### src/rtl/mcu_alu_pkg.sv
package mcu_alu_pkg;
  localparam int NFLAG = 6;
  localparam int FC = 0;
  localparam int FZ = 1;
  localparam int FN = 2;
  localparam int FV = 3;
  localparam int FS = 4;
  localparam int FH = 5;

  localparam logic [NFLAG-1:0] WE_ALL  = 6'b111111;
  localparam logic [NFLAG-1:0] WE_ZNVS = 6'b011110;
  localparam logic [NFLAG-1:0] WE_CZNVS = 6'b011111;

  typedef enum logic [4:0] {
    OP_ADD  = 5'd0,
    OP_ADC  = 5'd1,
    OP_SUB  = 5'd2,
    OP_SBC  = 5'd3,
    OP_CP   = 5'd4,
    OP_CPC  = 5'd5,
    OP_AND  = 5'd6,
    OP_OR   = 5'd7,
    OP_XOR  = 5'd8,
    OP_COM  = 5'd9,
    OP_NEG  = 5'd10,
    OP_INC  = 5'd11,
    OP_DEC  = 5'd12,
    OP_SWAP = 5'd13,
    OP_LSR  = 5'd14,
    OP_ROR  = 5'd15,
    OP_ASR  = 5'd16
  } alu_op_e;
endpackage

### src/rtl/mcu_alu_addsub.sv
module mcu_alu_addsub #(
  parameter int W = 8
) (
  input  logic [W-1:0] x,
  input  logic [W-1:0] y,
  input  logic         ci,
  input  logic         sub,
  output logic [W-1:0] sum,
  output logic         c_out,
  output logic         h_out,
  output logic         v_out
);
  localparam int HB = W / 2;

  logic [W-1:0] yy;
  logic         cc;
  logic [W:0]   full;
  logic [HB:0]  half;

  // Subtraction as x + ~y + ~borrow; carry outputs inverted back to borrows.
  assign yy    = sub ? ~y : y;
  assign cc    = sub ? ~ci : ci;
  assign full  = {1'b0, x} + {1'b0, yy} + {{W{1'b0}}, cc};
  assign half  = {1'b0, x[HB-1:0]} + {1'b0, yy[HB-1:0]} + {{HB{1'b0}}, cc};
  assign sum   = full[W-1:0];
  assign c_out = full[W] ^ sub;
  assign h_out = half[HB] ^ sub;
  assign v_out = (x[W-1] == yy[W-1]) && (sum[W-1] != x[W-1]);
endmodule

### src/rtl/mcu_alu_logic.sv
module mcu_alu_logic
  import mcu_alu_pkg::*;
#(
  parameter int W = 8
) (
  input  logic [4:0]   op,
  input  logic [W-1:0] a,
  input  logic [W-1:0] b,
  output logic [W-1:0] r
);
  localparam int HB = W / 2;

  always_comb begin
    case (op)
      OP_AND:  r = a & b;
      OP_OR:   r = a | b;
      OP_XOR:  r = a ^ b;
      OP_COM:  r = ~a;
      OP_SWAP: r = {a[HB-1:0], a[W-1:HB]};
      default: r = a;
    endcase
  end
endmodule

### src/rtl/mcu_alu_shift.sv
module mcu_alu_shift
  import mcu_alu_pkg::*;
#(
  parameter int W = 8
) (
  input  logic [4:0]   op,
  input  logic [W-1:0] a,
  input  logic         ci,
  output logic [W-1:0] r,
  output logic         c_out
);
  logic fill;

  always_comb begin
    case (op)
      OP_ROR:  fill = ci;
      OP_ASR:  fill = a[W-1];
      default: fill = 1'b0;
    endcase
  end

  assign r     = {fill, a[W-1:1]};
  assign c_out = a[0];
endmodule

### src/rtl/mcu_alu.sv
module mcu_alu
  import mcu_alu_pkg::*;
#(
  parameter int W = 8
) (
  input  logic         clk,
  input  logic         rst,
  input  logic [4:0]   op,
  input  logic [W-1:0] a,
  input  logic [W-1:0] b,
  input  logic         carry_in,
  input  logic [5:0]   flags_in,
  output logic [W-1:0] result,
  output logic         result_we,
  output logic [5:0]   flags_out,
  output logic [5:0]   flags_we
);
  logic [W-1:0] ax, ay, sum, lres, sres, n_res;
  logic         aci, asub, cout, hout, vout, scout;
  logic         n_rwe, zchain, fc, fz, fn, fv, fs, fh;
  logic [NFLAG-1:0] nwe, fnew, fmerged;

  // Operand steering into the single shared adder.
  always_comb begin
    ax   = a;
    ay   = b;
    aci  = 1'b0;
    asub = 1'b0;
    case (op)
      OP_ADC:        aci = carry_in;
      OP_SUB, OP_CP: asub = 1'b1;
      OP_SBC, OP_CPC: begin
        asub = 1'b1;
        aci  = carry_in;
      end
      OP_NEG: begin
        ax   = '0;
        ay   = a;
        asub = 1'b1;
      end
      OP_INC: ay = W'(1);
      OP_DEC: begin
        ay   = W'(1);
        asub = 1'b1;
      end
      default: ;
    endcase
  end

  mcu_alu_addsub #(.W(W)) u_addsub (
    .x(ax), .y(ay), .ci(aci), .sub(asub),
    .sum(sum), .c_out(cout), .h_out(hout), .v_out(vout)
  );

  mcu_alu_logic #(.W(W)) u_logic (.op(op), .a(a), .b(b), .r(lres));

  mcu_alu_shift #(.W(W)) u_shift (
    .op(op), .a(a), .ci(carry_in), .r(sres), .c_out(scout)
  );

  always_comb begin
    n_res  = a;
    n_rwe  = 1'b1;
    nwe    = '0;
    zchain = 1'b0;
    fc     = flags_in[FC];
    fh     = flags_in[FH];
    fv     = 1'b0;
    case (op)
      OP_ADD, OP_ADC, OP_SUB, OP_NEG: begin
        n_res = sum; fc = cout; fh = hout; fv = vout; nwe = WE_ALL;
      end
      OP_SBC: begin
        n_res = sum; fc = cout; fh = hout; fv = vout; nwe = WE_ALL;
        zchain = 1'b1;
      end
      OP_CP: begin
        n_res = sum; fc = cout; fh = hout; fv = vout; nwe = WE_ALL;
        n_rwe = 1'b0;
      end
      OP_CPC: begin
        n_res = sum; fc = cout; fh = hout; fv = vout; nwe = WE_ALL;
        n_rwe = 1'b0; zchain = 1'b1;
      end
      OP_AND, OP_OR, OP_XOR: begin
        n_res = lres; nwe = WE_ZNVS;
      end
      OP_COM: begin
        n_res = lres; fc = 1'b1; nwe = WE_CZNVS;
      end
      OP_INC, OP_DEC: begin
        n_res = sum; fv = vout; nwe = WE_ZNVS;
      end
      OP_SWAP: n_res = lres;
      OP_LSR, OP_ROR, OP_ASR: begin
        n_res = sres; fc = scout; fv = sres[W-1] ^ scout; nwe = WE_CZNVS;
      end
      default: n_rwe = 1'b0;
    endcase
    fz = (n_res == '0) && (!zchain || flags_in[FZ]);
    fn = n_res[W-1];
    fs = fn ^ fv;
    fnew = '0;
    fnew[FC] = fc;
    fnew[FZ] = fz;
    fnew[FN] = fn;
    fnew[FV] = fv;
    fnew[FS] = fs;
    fnew[FH] = fh;
  end

  // Unwritten flags travel through unchanged.
  for (genvar i = 0; i < NFLAG; i++) begin : g_merge
    assign fmerged[i] = nwe[i] ? fnew[i] : flags_in[i];
  end

  always_ff @(posedge clk) begin
    if (rst) begin
      result    <= '0;
      result_we <= 1'b0;
      flags_out <= '0;
      flags_we  <= '0;
    end else begin
      result    <= n_res;
      result_we <= n_rwe;
      flags_out <= fmerged;
      flags_we  <= nwe;
    end
  end
endmodule

### config.mk
export PLATFORM = sky130hd
export DESIGN_NAME = mcu_alu
export DESIGN_NICKNAME = d
export VERILOG_FILES = /design/src/rtl/mcu_alu_pkg.sv /design/src/rtl/mcu_alu_addsub.sv /design/src/rtl/mcu_alu_logic.sv /design/src/rtl/mcu_alu_shift.sv /design/src/rtl/mcu_alu.sv
export SDC_FILE = /design/constraint.sdc
export NUM_CORES = 1
export LEC_CHECK = 0
export ABC_CLOCK_PERIOD_IN_PS = 3600
export BUFFER_PORTS_ARGS = -buffer_cell sky130_fd_sc_hd__buf_4
export CAP_MARGIN = 10
export CORE_MARGIN = 2
export CORE_UTILIZATION = 50
export CTS_CLUSTER_DIAMETER = 60
export DETAILED_ROUTE_END_ITERATION = 12
export GPL_TIMING_DRIVEN = 0
export PLACE_DENSITY_LB_ADDON = 0.05
export SYNTH_ARGS = -nofsm -noshare
export SYNTH_HDL_FRONTEND = slang
export SYNTH_SLANG_ARGS = --single-unit
export TNS_END_PERCENT = 5
### constraint.sdc
create_clock -name clk -period 3.6 [get_ports clk]
set_input_delay 0 -clock clk [delete_from_list [all_inputs] [get_ports clk]]
set_output_delay 0 -clock clk [all_outputs]
set_load 0.005 [all_outputs]
==> results.sh <==
export IMPL_final_period_minus_worst_setup_slack_ns=3.46
export IMPL_synth_distinct_cells=66
export IMPL_maxSlewViolCount=0
export IMPL_gp_routability_congestion=0.902
export IMPL_power_static_leakage_nw=1.29
export IMPL_first_global_vias=2183
export IMPL_syn_area_um2=2270
export IMPL_cts_tree="done"
export IMPL_antenna_violations_before_repair=0
export IMPL_grt_start_max_net_pins=11
export IMPL_crit_slowest_cell="fa_1"
export IMPL_clock_tree_root_cell="clkbuf_8"
export IMPL_effective_utilization_at_floorplan_pct=52.2
export IMPL_final_setup_worst_slack_ns=0.141
export IMPL_ffs_latches_synth=18
export IMPL_synth_async_reset_ratio_pct=0
export IMPL_status="finished with violations"
export IMPL_final_period_utilization_pct=96.1
export IMPL_post_synth_cell_area_avg_um2=7.52
export IMPL_cells_along_the_critical_path="buf_4 > buf_4 > nor2b_1 > nand2_1 > a21oi_2 > nand2_1 > a21oi_1 > a311oi_1 > fa_1 > fa_1 > nand2b_1 > a21oi_4 > a31oi_1 > xnor2_1 > a2111oi_0 > nand4_1 > o31ai_2"
export IMPL_die_width_um=71.4
export IMPL_worst_setup_path_end_kind="flop"
export IMPL_hold_worst_slack_ns=-0.000495
export IMPL_wire_length_of_the_first_global_routing_pass_um=10400
export IMPL_detail_route_wl_per_cell_um=15.9
export IMPL_final_net_count=412
export IMPL_share_seq_of_total_power_pct=30.6
export IMPL_critPathArrivalTime_ns=3.62
export IMPL_core_area_um2=4350
export IMPL_worst_slew_pin_slew_ns=0.799
export IMPL_violations_in_the_final_reports="negative hold slack"
export IMPL_design_die_area_um2=5100
export IMPL_global_route_overflow_total=0
export IMPL_syn_to_final_growth_pct=23.0
export IMPL_yosysSeqAreaShare_pct=15.9
export IMPL_max_clock_freq_mhz=289
export IMPL_critPathMaxStageDelay_ns=0.49
export IMPL_crit_path_start_kind="primary input"
export IMPL_syn_nets=357
export IMPL_clock_slew_seen_by_the_registers_of_the_worst_setup_and_hold_paths_ns=0.06
export IMPL_drt_first_pass_iters=5
export IMPL_h_tree_levels=1
export IMPL_synthesis_instances=302
export IMPL_synth_edf_count=0
export IMPL_hold_class="primary input to flop"
export IMPL_drc_errors=0
export IMPL_viasPerCell=6.01
export IMPL_internal_power_mw=0.465
export IMPL_ys_warnings_count=0
export IMPL_yosys_most_used_dff="dfxtp_1"
export IMPL_floorplan_rows=24
export IMPL_worst_endpoint_required_ns=3.76
export IMPL_timing_hold_violations_final=1
export IMPL_power_per_cell_area_nw_per_um2=263
export IMPL_critical_path_class="primary input to flop"
export IMPL_dr_total_vias=2446
export IMPL_cts_sinks=18
export IMPL_port_buffers=48
export IMPL_pre_cts_slack_ns=-0.341
export IMPL_top_level_ports=51
export IMPL_antennaDiodeCount=0
export IMPL_initialDrtViolationCount=121
export IMPL_power_net_switching_mw=0.271
export IMPL_drive_gt1_share_pct=24.2
export IMPL_power_combinational_fraction_pct=52.1
export IMPL_timing_max_slew_rel_slack_pct=46.2
export IMPL_ant_nets=0
export IMPL_postRouteWirelength_um=6480
export IMPL_worst_ir_drop_vdd_mv=0.116
export IMPL_post_place_cells=402
export IMPL_clock_path_buffers=2
export IMPL_dp_hpwl_um=5120
export IMPL_chipHeight_um=71.4
export IMPL_finalNonFillerCells=407
export IMPL_cap_violations=0
export IMPL_fraction_of_power_spent_switching_nets_pct=36.8
export IMPL_setup_viol=0
export IMPL_grt_usage_pct=25.5
export IMPL_cts_made_buffers=3
export IMPL_relative_contribution_of_the_clock_network_to_total_power_pct=17.4
export IMPL_critical_path_max_fanout=10
-- worst max-delay path, delay by kind of cell --
| family | cells | cell delay (ns) |
|---|---|---|
| XOR/XNOR | 1 | 0.16 |
| buffers and inverters | 2 | 0.28 |
| adder cells (fa/ha/maj) | 2 | 0.93 |
| AO/OA/AOI/OAI | 7 | 1.38 |
| AND/OR/NAND/NOR | 5 | 0.85 |
-- through the flow --
step                      instance area (um2)  utilization, %  power (mW)  setup TNS (ns)  hold slack [ns]
after floorplan                          2270               -       0.467               0            0.139
after detailed placement                 2700            62.0       0.597          -0.545            0.239
after global placement                   2700            62.0       0.591          -0.434            0.235
after global routing                     2790            64.2       0.781        -0.00148          0.00265
final                                    2790            64.2       0.736               0        -0.000495
after CTS                                2750            63.2       0.725               0          0.00150
-- power by group through the flow --
stage | clock network, mW | registers (mW) | logic, mW
global route | 0.133 | 0.226 | 0.422
global placement | 0 | 0.229 | 0.362
finish | 0.128 | 0.225 | 0.383
CTS | 0.129 | 0.225 | 0.371
detailed placement | 0 | 0.229 | 0.368
floorplan | 0 | 0.233 | 0.235
-- logic make-up (layout without fill, tap and decap cells) --
family          after synthesis  count (layout)  share of synthesized area [%]
compound gates               86              86                           28.4
xor+xnor                     16              16                           6.17
simple gates                112             112                           25.8
flops                        18              18                           15.9
fa+ha+maj                    25              25                           14.4
buf+inv                      44              97                           8.87
mux                           1               1                          0.441
-- sequential cells by signal, indices dropped and copies added, names as in the netlist --
signal and count:
result 8, flags_out 6, flags_we 3, result_we 1
-- cell usage after synthesis (all sizes together), types with 3 or more instances --
library cell	count	area [um2]
dfxtp	18	360
nand2b	6	37.5
and2	3	18.8
o211ai	4	30.0
xor2	13	114
nor2	39	146
a211oi	3	22.5
nor3	7	45.0
clkbuf	4	15.0
o21bai	3	22.5
inv	25	93.8
o221ai	5	50.0
o31ai	3	27.5
a22o	4	35.0
a21oi	17	92.6
nand3	6	30.0
xnor2	3	26.3
a22oi	10	75.1
nor4	3	40.0
buf	15	92.6
nand2	23	86.3
a2111oi	3	32.5
ha	23	288
nor2b	4	25.0
o21ai	11	55.1
or3	5	31.3
-- cell type report --
| cell class | count | area [um2] |
|---|---|---|
| Buffer | 18 | 105 |
| Clock buffer | 3 | 41.3 |
| Fill cell | 438 | 1560 |
| Inverter | 25 | 93.8 |
| Multi-Input combinational cell | 240 | 1740 |
| Sequential cell | 18 | 360 |
| Tap cell | 52 | 65.1 |
| Timing Repair Buffer | 51 | 385 |
-- timing repair --
item / in CTS / in global routing
hold buffers: 1 / 0
pin swaps: 0 / 1
buffers inserted: 0 / 2
hold endpoints to repair: 1 / 0
setup endpoints to repair: 1 / 2
gates resized for setup: 1 / 8
gates cloned: 0 / 0
-- cell usage in the layout (no fill, tap or decap), types with 4 or more instances in the layout --
master,instances
xor2_1,13
ha_1,23
or3_1,4
o21ai_0,10
inv_1,25
a22o_1,4
a21oi_1,13
dfxtp_1,18
nor3_1,5
nand3_1,6
nor2b_1,4
nor2_1,39
buf_4,55
a22oi_1,10
nand2b_1,6
nand2_1,22
o221ai_1,4
o211ai_1,4
buf_2,8
-- layer usage --
metal / global-route usage (%) / up-vias / wire length, um
met5: 0 / - / 0
met4: 7.55 / 0 / 119
met3: 2.95 / 11 / 515
met2: 42.2 / 109 / 3050
met1: 34.8 / 1133 / 2790
li1: - / 1193 / -
-- path summary, 6_finish.rpt --
| kind | cells after the start | startpoint | slack, ns | end |
|---|---|---|---|---|
| max | 17 | op[0] | 0.14 | flags_out[1] |
| min | 3 | flags_in[2] | -0.0005 | flags_out[2] |
Note: power is estimated with default switching activity, not from simulation.
